<file path="src/rtl/wd_pkg.sv">
// Package: shared widths, the register layout and the resolution divider.
// Assumes the resolution code selects a divider of 4^code time-base ticks.
package wd_pkg;
    localparam int MULT_W = 5;
    localparam int RES_W  = 2;
    localparam int PRE_W  = 2 * ((1 << RES_W) - 1);

    typedef struct packed {
        logic              steer;
        logic [MULT_W-1:0] mult;
        logic [RES_W-1:0]  res;
    } wd_cfg_t;

    // Last prescaler count for a resolution code: 4^code - 1.
    function automatic logic [PRE_W-1:0] res_last(input logic [RES_W-1:0] code);
        logic [PRE_W:0] span;
        span = ((PRE_W+1)'(1) << (2 * code)) - (PRE_W+1)'(1);
        return span[PRE_W-1:0];
    endfunction
endpackage

</file>
<file path="src/rtl/wd_kick_sync.sv">
// Kick synchronizer: STAGES flops bring the kick into the clock domain,
// then one more flop gives a pulse on either edge.
// Assumes STAGES >= 2 and an asynchronous, slowly changing kick.
module wd_kick_sync #(
    parameter int STAGES = 2
) (
    input  logic clk,
    input  logic rst_n,
    input  logic kick,
    output logic kick_edge
);
    logic [STAGES-1:0] sync_q;
    logic              last_q;

    // Shift the raw kick through the synchronizer chain.
    always_ff @(posedge clk) begin
        if (!rst_n) sync_q <= '0;
        else        sync_q <= {sync_q[STAGES-2:0], kick};
    end

    // Remember the previous synchronized level for edge detection.
    always_ff @(posedge clk) begin
        if (!rst_n) last_q <= 1'b0;
        else        last_q <= sync_q[STAGES-1];
    end

    assign kick_edge = sync_q[STAGES-1] ^ last_q;
endmodule

</file>
<file path="src/rtl/wd_prescale.sv">
// Resolution prescaler: divides the 1/16 s tick by 4^code and emits
// one pulse per resolution unit. Restart returns it to the start of a unit.
module wd_prescale
    import wd_pkg::*;
(
    input  logic             clk,
    input  logic             rst_n,
    input  logic             restart,
    input  logic             tick,
    input  logic [RES_W-1:0] res,
    output logic             res_tick
);
    logic [PRE_W-1:0] pre_q;
    logic             at_last;

    assign at_last  = (pre_q == res_last(res));
    assign res_tick = tick && at_last;

    // Count time-base ticks within one resolution unit.
    always_ff @(posedge clk) begin
        if (!rst_n || restart) pre_q <= '0;
        else if (tick)         pre_q <= at_last ? '0 : pre_q + 1'b1;
    end
endmodule

</file>
<file path="src/rtl/wd_period.sv">
// Period counter: counts resolution units up to the multiplier and flags
// expiry. A zero multiplier holds it idle. A restart wins over an expiry.
module wd_period
    import wd_pkg::*;
(
    input  logic              clk,
    input  logic              rst_n,
    input  logic              restart,
    input  logic              res_tick,
    input  logic [MULT_W-1:0] mult,
    output logic              expire
);
    logic [MULT_W-1:0] unit_q;
    logic              at_end;

    assign at_end = (unit_q == mult - 1'b1);
    assign expire = res_tick && (mult != '0) && at_end && !restart;

    // Count elapsed resolution units since the last restart.
    always_ff @(posedge clk) begin
        if (!rst_n || restart || mult == '0) unit_q <= '0;
        else if (res_tick)                   unit_q <= at_end ? '0 : unit_q + 1'b1;
    end
endmodule

</file>
<file path="src/rtl/wd_pulse.sv">
// Reset pulse generator: on fire, holds pulse_n low for PULSE_CYCLES clocks.
// Assumes fire does not repeat while a pulse is running (the register clears).
module wd_pulse #(
    parameter int PULSE_CYCLES = 16
) (
    input  logic clk,
    input  logic rst_n,
    input  logic fire,
    output logic pulse_n
);
    localparam int CW = $clog2(PULSE_CYCLES + 1);
    logic [CW-1:0] left_q;

    // Load the length on fire, then count down to zero.
    always_ff @(posedge clk) begin
        if (!rst_n)             left_q <= '0;
        else if (fire)          left_q <= CW'(PULSE_CYCLES);
        else if (left_q != '0)  left_q <= left_q - 1'b1;
    end

    assign pulse_n = (left_q == '0);
endmodule

</file>
<file path="src/rtl/wd_steer_top.sv">
// Steerable watchdog: control register, restart logic, expiry steering to
// an interrupt or a reset pulse, and the timeout flag.
// Assumes tick16 is a one-cycle pulse and the reset doubles as power-down.
module wd_steer_top
    import wd_pkg::*;
#(
    parameter int PULSE_CYCLES = 16,
    parameter int SYNC_STAGES  = 2
) (
    input  logic       clk,
    input  logic       rst_n,
    input  logic       cfg_we,
    input  logic [7:0] cfg_wdata,
    input  logic       flag_rd,
    input  logic       kick,
    input  logic       tick16,
    output logic [7:0] cfg_q,
    output logic       wd_flag,
    output logic       irq,
    output logic       rst_pulse_n,
    output logic       ft_clr
);
    wd_cfg_t cfg_r;
    logic    kick_edge, restart, res_tick, expire;

    assign restart = cfg_we || kick_edge;
    assign cfg_q   = cfg_r;

    wd_kick_sync #(.STAGES(SYNC_STAGES)) u_sync (
        .clk(clk), .rst_n(rst_n), .kick(kick), .kick_edge(kick_edge));

    wd_prescale u_pre (
        .clk(clk), .rst_n(rst_n), .restart(restart), .tick(tick16),
        .res(cfg_r.res), .res_tick(res_tick));

    wd_period u_per (
        .clk(clk), .rst_n(rst_n), .restart(restart), .res_tick(res_tick),
        .mult(cfg_r.mult), .expire(expire));

    wd_pulse #(.PULSE_CYCLES(PULSE_CYCLES)) u_pulse (
        .clk(clk), .rst_n(rst_n), .fire(expire && cfg_r.steer),
        .pulse_n(rst_pulse_n));

    // Control register: software write, or self-clear after a reset-steered expiry.
    always_ff @(posedge clk) begin
        if (!rst_n)                     cfg_r <= '0;
        else if (cfg_we)                cfg_r <= wd_cfg_t'(cfg_wdata);
        else if (expire && cfg_r.steer) cfg_r <= '0;
    end

    // Timeout flag: set on expiry, cleared by a flags read.
    always_ff @(posedge clk) begin
        if (!rst_n)       wd_flag <= 1'b0;
        else if (expire)  wd_flag <= 1'b1;
        else if (flag_rd) wd_flag <= 1'b0;
    end

    // Interrupt: set on interrupt-steered expiry, released only by writing zero.
    always_ff @(posedge clk) begin
        if (!rst_n)                               irq <= 1'b0;
        else if (cfg_we && cfg_wdata == 8'h00)    irq <= 1'b0;
        else if (expire && !cfg_r.steer)          irq <= 1'b1;
    end

    // One-cycle frequency-test clear request on a reset-steered expiry.
    always_ff @(posedge clk) begin
        if (!rst_n) ft_clr <= 1'b0;
        else        ft_clr <= expire && cfg_r.steer;
    end
endmodule

</file>
<file path="config.mk">
export PLATFORM = sky130hd
export DESIGN_NAME = wd_steer_top
export DESIGN_NICKNAME = d
export VERILOG_FILES = /design/src/rtl/wd_pkg.sv /design/src/rtl/wd_kick_sync.sv /design/src/rtl/wd_prescale.sv /design/src/rtl/wd_period.sv /design/src/rtl/wd_pulse.sv /design/src/rtl/wd_steer_top.sv
export SDC_FILE = /design/constraint.sdc
export NUM_CORES = 1
export LEC_CHECK = 0
export CORE_ASPECT_RATIO = 1.1
export CORE_MARGIN = 5
export CORE_UTILIZATION = 25
export CTS_CLUSTER_SIZE = 24
export DETAILED_ROUTE_END_ITERATION = 12
export PLACE_DENSITY = 0.49
export SYNTH_ARGS = -nofsm -noshare
export SYNTH_HDL_FRONTEND = slang
export SYNTH_SLANG_ARGS = --single-unit
</file>
<file path="constraint.sdc">
create_clock -name clk -period 2.2 [get_ports clk]
set_input_delay 0.22 -clock clk [delete_from_list [all_inputs] [get_ports clk]]
set_output_delay 0.22 -clock clk [all_outputs]
set_load 0.02 [all_outputs]
</file>
==> metrics.md <==
| Metric | Value |
|---|---|
| WP data required | just under 2 ns |
| Seq/Total Area, Yosys | between 30% and 40% |
| Grt met3 use | 3.23% |
| Worst-Margin Slew | between 0.7 and 0.8 ns |
| Max_slew headroom | just under 50% |
| Iter 0 DRT Violations | between 50 and 60 |
| GRT Util Overall | 10.2% |
| Aggregate global routing overflow | 0 |
| HP Start | u_sync.sync_q[0] |
| GR Util met1 | between 10% and 20% |
| Routed wire per std cell | 12.7 microns |
| DRC | 0 |
| Placed instance area | between 1500 and 2000 sq um |
| Pre-CTS setup slack | -0.173 ns |
| Clock root buffer | clkbuf_8 |
| WHS | ~0.43 ns |
| Synth Instances | between 150 and 200 |
| First-pass GRT wire length | 6350 microns |
| Worst Reg-to-Reg Cells | 9 |
| Clock-pin slew on the worst setup and hold paths | 0.07 ns |
| # rows | 30 |
| Finished Layout Cells | ~300 |
| Endpoint class of the critical path | output pin |
| # setup viols final | 0 |
| Leak pwr | 0.772 nW |
| Hold path depth | 1 |
| Die ar. | 7800 sq um |
| H-tree Lvls | 2 |
| Post-synth top area cell | dfxtp_1 |
| TritonCTS buffer count | 5 |
| Fmax | 497 MHz |
| Endpoint, Worst Hold | u_sync.sync_q[1] |
| Number of port buffers | 25 |
| Cts hold-fix bufs | 0 |
| Post-DP HPWL | 2810 microns |
| Worst-skew pair later-pin latency | 0.28 ns |
| Syn Area/Cell | 8.92 sq um |
| Core area | around 6000 sq um |
| Post-synth top area share | slightly below 40% |
| CP arrival | 1.79 ns |
| CP Cell Sequence | inv_1 > ha_1 > or3b_2 > nor2_1 > dlygate4sd2_1 |
| Synth Warn # | 0 |
| Setup_tns | 0 ns |
| Max stage delay on crit path | 0.46 ns |
| Synth Register Bits | 30 |
| ANT cells | 0 |
| DIE WIDTH | 84.7 microns |
| Initial antenna violation count | 0 |
| Setup Buffers After CTS | 0 |
| Peak supply drop | around 370 uV |
| Cells after DPL | roughly 290 |
| P per Cell Area | 777 nW/um^2 |
| Fin. max-slew vios | 0 |
| Final wirelength | 3760 microns |
| Min Tclk post-route | around 2 ns |
| Setup crit start kind | flop |
| Worst Setup Path Type | flop to output pin |
| Worst reg2reg startpoint | cfg_q[2] |
| Clock sinks | 30 |
| Fin nets | 232 |
| Largest net degree at the start of global routing | 20 |
| Worst path bufs/invs | 2 |
| Vias per inst | ~4.7 |
| Antenna viol nets, final | 0 |
| Fin util | 34.5% |
| Net count after synthesis | 190 |
| Final WS setup | 0.187 ns |
| DR pass1 iterations | 4 |
| Layout cells sized above 1 | a little under a fifth |
| Synth cell types | 40 |
| Met2 global-route usage | between 10% and 20% |
| Vias in the first global route | 1321 |
| Final instance area | ~2100 sq um |
| Placer Congestion | 0.780 |
| CTS tree | yes |
| Max Root-Sink Buffers | 2 |
| Vias | 1386 |
| Die height | 92.2 microns |
| Starting Density | 25.2% |
| Area contributors post-synth | dfxtp_1, xnor2_1, nand3_1 |
| Final Hold Viols | 0 |
| Max cap viols | 0 |
| Slowest cell on the critical path | or3b_2 |
| Design Power | around 1.6 mW |
| GRT busiest layer | met2 |
| Unrepaired setup endpoints after global routing | false |
| R2R Setup Slk | about 0.23 ns |
| CP top delay family | simple AND/OR/NAND/NOR gates |
| CTS-repair resized insts | 2 |
| Syn Std Cell Area | around 1500 sq um |
| Status | completed |
| Highest net fanout along the worst path | 2 |
| Final worst path period share | 91.5% |
| IO Pins | 26 |
| Reg-to-reg critical path endpoint | irq |
| Clock Skew | around 0.0092 ns |
| Synth-to-layout area growth | 36.6% |
| Hold Path Class | flop to flop |
-- how the worst max path moves through the flow --
stage	slack, ns	cells after the start	from	to
6_report	0.19	5	u_pulse.left_q[0]	rst_pulse_n
5_1_grt	0.03	7	cfg_q[3]	u_per.unit_q[3]
4_1_cts	0.15	9	cfg_q[2]	cfg_q[2]
3_5_place_dp	-0.17	6	rst_n	u_per.unit_q[3]
3_3_place_gp	-0.12	6	rst_n	u_per.unit_q[3]
2_1_floorplan	0.14	7	cfg_q[2]	u_pulse.left_q[1]
-- placed cells by master (no fill, tap or decap), types with 2 or more instances in the layout --
master / count
dfxtp_1: 30
clkdlybuf4s50_1: 24
buf_4: 18
nand3_1: 14
nand2_1: 11
xnor2_1: 11
nor2_1: 10
o21ai_0: 9
nor2_2: 7
xor2_1: 7
inv_1: 6
nand3b_1: 6
nand4_1: 5
clkbuf_8: 5
nor4_1: 4
nor3_1: 4
o21ai_1: 4
ha_1: 4
and2_1: 3
and3_1: 3
a32oi_1: 3
nor3b_1: 2
o41ai_1: 2
clkbuf_1: 2
-- kinds of logic (layout without fill, tap and decap cells) --
kind of cell | count (synthesis) | count (layout) | share of synthesized area [%]
multiplexers | 1 | 1 | 0.653
flip-flops | 30 | 30 | 39.2
AND/OR/NAND/NOR | 80 | 80 | 30.9
AO/OA/AOI/OAI | 25 | 25 | 11.6
adder cells (fa/ha/maj) | 4 | 4 | 3.26
buffers and inverters | 14 | 57 | 4.16
XOR/XNOR | 18 | 18 | 10.3
-- cell type report --
| type | count | area (sq um) |
|---|---|---|
| Fill cell | 674 | 3990 |
| Multi-Input combinational cell | 128 | 882 |
| Sequential cell | 30 | 601 |
| Timing Repair Buffer | 43 | 384 |
| Tap cell | 80 | 100 |
| Clock buffer | 7 | 76.3 |
| Clock inverter | 1 | 30.0 |
| Inverter | 6 | 22.5 |
-- report_power, final --
part	switching (mW)	internal, mW	leakage (nW)	total, mW
registers	0.0379	0.593	0.245	0.631
clock network	0.201	0.338	0.0524	0.540
logic	0.221	0.236	0.474	0.457
-- cell usage after synthesis --
cell type,n
xor2_1,7
buf_6,1
nor2_2,7
dfxtp_1,30
nor4_1,5
nor2_1,10
nor4b_1,2
o41ai_1,2
nor3_1,4
ha_1,4
a21oi_1,1
xnor2_1,11
o21ai_0,9
o2bb2ai_2,1
a32oi_1,3
mux2i_1,1
nand4_1,5
o21ai_1,4
or4_4,1
o21a_1,1
and3_1,3
buf_2,3
inv_1,6
nand2_1,11
and2_1,3
o211a_1,1
nor3_2,1
or3b_2,1
nor3b_1,2
o211ai_2,1
nand3_1,14
or3_1,1
clkbuf_1,4
nand2b_1,1
nand3b_1,6
or3_4,1
a32o_1,1
and3b_1,1
nor4_4,1
a41oi_1,1
-- registers in the layout, summed over array words and instances (netlist names) --
signal and flops:
cfg_q 8, u_pre.pre_q 6, u_per.unit_q 5, u_pulse.left_q 5
u_sync.sync_q 2, ft_clr 1, irq 1, u_sync.last_q 1
wd_flag 1
-- layer usage --
metal / up-vias / part of all wire, %
met4: 0 / 2.0
met1: 650 / 46
met3: 8 / 4.3
li1: 703 / -
met2: 25 / 47
met5: - / 0
(Power assumes the default switching activity.)
